[config.mk]
export PLATFORM = sky130hd
export DESIGN_NAME = sdram_bank_state
export DESIGN_NICKNAME = d
export VERILOG_FILES = /design/src/rtl/sdram_bank_state.sv
export SDC_FILE = /design/constraint.sdc
export NUM_CORES = 1
export LEC_CHECK = 0
export BUFFER_PORTS_ARGS = -buffer_cell sky130_fd_sc_hd__buf_2
export CORE_MARGIN = 5
export CORE_UTILIZATION = 42
export DETAILED_ROUTE_END_ITERATION = 8
export REMOVE_ABC_BUFFERS = 1
export SYNTH_ARGS = -nofsm -noshare
export SYNTH_HDL_FRONTEND = slang
export SYNTH_SLANG_ARGS = --single-unit
export TNS_END_PERCENT = 5
[constraint.sdc]
create_clock -name clk -period 1.32 [get_ports clk]
set_input_delay 0 -clock clk [delete_from_list [all_inputs] [get_ports clk]]
set_output_delay 0 -clock clk [all_outputs]
set_load 0.01 [all_outputs]
[src/rtl/sdram_bank_state.sv]
module sdram_bank_state #(
  parameter int BANKS  = 4,
  parameter int BANK_W = 2,
  parameter int ROW_W  = 4
) (
  input  logic              clk,
  input  logic              rst_n,
  input  logic              act_fire,
  input  logic              pre_fire,
  input  logic              pre_all,
  input  logic [BANK_W-1:0] ba,
  input  logic [ROW_W-1:0]  row_in,
  output logic [BANKS-1:0]  open_vec,
  output logic              sel_open,
  output logic [ROW_W-1:0]  sel_row,
  output logic              reopen_evt
);

  logic [ROW_W-1:0] row_q [BANKS];

  always_ff @(posedge clk) begin
    if (!rst_n) begin
      for (int b = 0; b < BANKS; b++) begin
        open_vec[b] <= 1'b0;
        row_q[b]    <= '0;
      end
    end else begin
      for (int b = 0; b < BANKS; b++) begin
        if (pre_fire && (pre_all || ba == BANK_W'(b))) open_vec[b] <= 1'b0;
        if (act_fire && ba == BANK_W'(b)) begin
          open_vec[b] <= 1'b1;
          row_q[b]    <= row_in;
        end
      end
    end
  end

  assign sel_open   = open_vec[ba];
  assign sel_row    = row_q[ba];
  assign reopen_evt = act_fire && sel_open;

  a_r5_act_opens: assert property (@(posedge clk) disable iff (!rst_n)
    act_fire |=> open_vec[$past(ba)]);

  a_r6_pre_all_closes: assert property (@(posedge clk) disable iff (!rst_n)
    (pre_fire && pre_all) |=> (open_vec == '0));

endmodule

==> impl_metrics.json <==
{
  "coreArea_um2": 2230,
  "power_leakage_uw": 0.000537,
  "power_density_nw_per_um2": 1050,
  "seqPwrFrac": 0.576,
  "cts_setup_buffers": 0,
  "dr.first_iter.drc_count": 10,
  "io_buffers": 20,
  "grt.overflow.total": 0,
  "post_route_cells_drive_above_1_share": 0.390,
  "ant_nets": 0,
  "grt_max_degree": 17,
  "clk_pin_slew_ns": 0.11,
  "drc": 0,
  "max_freq_mhz": 719,
  "post_drt_wl_per_cell_um": 16.1,
  "grt_pass1_wl_mm": 3.28,
  "multi_input_area_um2": 407,
  "dieWidth_um": 58.7,
  "grt_antenna_before_repair": 0,
  "n_antenna_cell": 0,
  "clockBufferDepth": 2,
  "max_slew_margin": 0.758,
  "violations": "negative setup slack",
  "syn_inst": 70,
  "syn_avg_cell_area_um2": 14.2,
  "cts_buffers": 3,
  "cts_tree": "built",
  "htree_levels": 1,
  "dieArea_um2": 3450,
  "final-seq-area_um2": 563,
  "tightest_slew_ns": 0.360,
  "ys_warn_count": 0,
  "required_ns": 1.32,
  "ir_drop_uv": 560,
  "wirelength_mm": 2.06,
  "nets": 112,
  "p_clk_frac": 0.280,
  "tns_ns": -0.0715,
  "dp_hpwl_mm": 1.52,
  "combinationalPowerShare": 0.144,
  "clock_skew_ns": 0,
  "worst_hold_slack_ns": 0.00721,
  "hp-class": "in -> reg",
  "reg2reg_slack_ns": 0.38,
  "ys_seq_elements": 20,
  "rsz0062_at_grt": "yes",
  "gp_congestion": 0.752,
  "grt_pass1_vias": 701,
  "area_delta_synth_final_pct": 22.6,
  "worstSetupPathType": "reg -> out",
  "rows": 17,
  "drtPass1Iterations": 4,
  "endpoint_kind": "primary output",
  "synth-seq-area-share": 0.563,
  "die_y_um": 58.7,
  "numClockSinks": 20,
  "finalHoldViolations": 0,
  "netSwitchingFraction": 0.229,
  "num_io_pins": 21,
  "cts-root-buf": "clkbuf_4",
  "internal_power_uw": 990,
  "clk_latency_ns": 0.30,
  "placed_area_um2": 1160,
  "fin_crit_sh": 1.05,
  "start_util": 0.446,
  "critPathArrivalTime_ns": 1.39,
  "synth.distinct_cells": 19,
  "vias": 679,
  "fin_crit_ns": 1.39,
  "maxCapViolations": 0,
  "n_fill_cell": 198,
  "setup_viol_count_final": 1,
  "p_switching_uw": 293,
  "critPathLaunchType": "register",
  "synth_area_um2": 996,
  "cp_max_fo": 4,
  "drt-vias-per-instance": 5.30,
  "finalInstanceArea_um2": 1220,
  "fin_ws_ns": -0.0715,
  "track_usage": 0.131,
  "slew_viol_final": 0,
  "outcome": "complete, but fails checks"
}
-- flip-flops by register name, summed over array words and instances, names as in the netlist --
register and cells:
row_q 16, open_vec 4
-- power by group through the flow --
stage | Combinational (uW) | Clock [uW] | Sequential (uW)
2_1_floorplan | 83.4 | 0 | 752
3_3_place_gp | 181 | 0 | 754
3_5_place_dp | 184 | 0 | 754
4_1_cts | 188 | 376 | 740
5_1_grt | 203 | 399 | 745
6_report | 185 | 359 | 740
-- per-layer routing --
layer  vias up  share of wire  track usage
met4         0         0.0087       0.0615
met3         2          0.063       0.0329
li1        331              -            -
met2        18           0.50        0.204
met1       328           0.43        0.172
met5         -              0            0
-- cells by family (layout without fill, tap and decap cells) --
logic type | count (synthesis) | after routing | synth area share
compound gates | 9 | 9 | 0.0716
buf+inv | 5 | 35 | 0.0289
flops | 20 | 20 | 0.563
mux | 5 | 5 | 0.113
simple gates | 31 | 31 | 0.224
-- layout by cell type (no fill, tap or decap), types with 2 or more instances in the layout --
cell type,count
a311o_1,3
mux4_2,5
edfxtp_1,16
and4b_1,2
clkbuf_4,3
inv_1,2
and2_1,20
buf_2,20
dfxtp_2,2
buf_4,7
o21ai_0,3
dfxtp_1,2
and3b_1,4
dlygate4sd3_1,2
-- cell type report --
| cell class | count | area share |
|---|---|---|
| well taps | 28 | 0.0287 |
| multi-input cells | 45 | 0.333 |
| inverters | 2 | 0.00615 |
| clock buffers | 4 | 0.0297 |
| repair buffers | 29 | 0.141 |
| flip-flops and latches | 20 | 0.461 |
-- critical path, stage by stage (launching register included) --
cell and delay [ns]:
dfxtp_2 0.35, mux4_2 0.47, and2_1 0.15, buf_2 0.13
-- per-stage QoR --
stage / power, uW / util / instances / setup WS (ns)
6_report: 1280 / 0.547 / 128 / -0.0715
4_1_cts: 1300 / 0.546 / 128 / -0.0935
5_1_grt: 1350 / 0.547 / 128 / -0.128
3_5_place_dp: 938 / 0.520 / 122 / 0.156
2_1_floorplan: 836 / - / 67 / 0.266
3_3_place_gp: 935 / 0.520 / 122 / 0.153
-- worst paths after layout --
check / to / from / cells after the start
hold / removal: row_q[3][3] / row_in[3] / 2
setup / recovery: reopen_evt / open_vec[3] / 3
hold reg to reg: open_vec[0] / open_vec[0] / 2
setup reg to reg: open_vec[1] / open_vec[1] / 2
-- cells in the mapped netlist (all sizes together) --
cell type  count  share of area
or2b           1         0.0075
nand2b         1         0.0063
nand2          1         0.0038
mux4           5           0.11
and2          20           0.13
o211a          1          0.010
and3b          4          0.035
and4           1         0.0088
a211o          1         0.0088
and4b          2          0.020
edfxtp        16           0.48
inv            2         0.0075
o31ai          1         0.0075
and4bb         1          0.016
a311o          3          0.030
buf            3          0.021
dfxtp          4          0.080
o21ai          3          0.015
-- what timing repair did --
item	4_1_cts	5_1_grt
gates cloned	0	0
pin swaps	1	0
hold endpoints to repair	6	0
hold buffers	2	0
gates resized for setup	1	1
setup endpoints to repair	3	6
No activity file was read; power rests on OpenSTA's default activity.
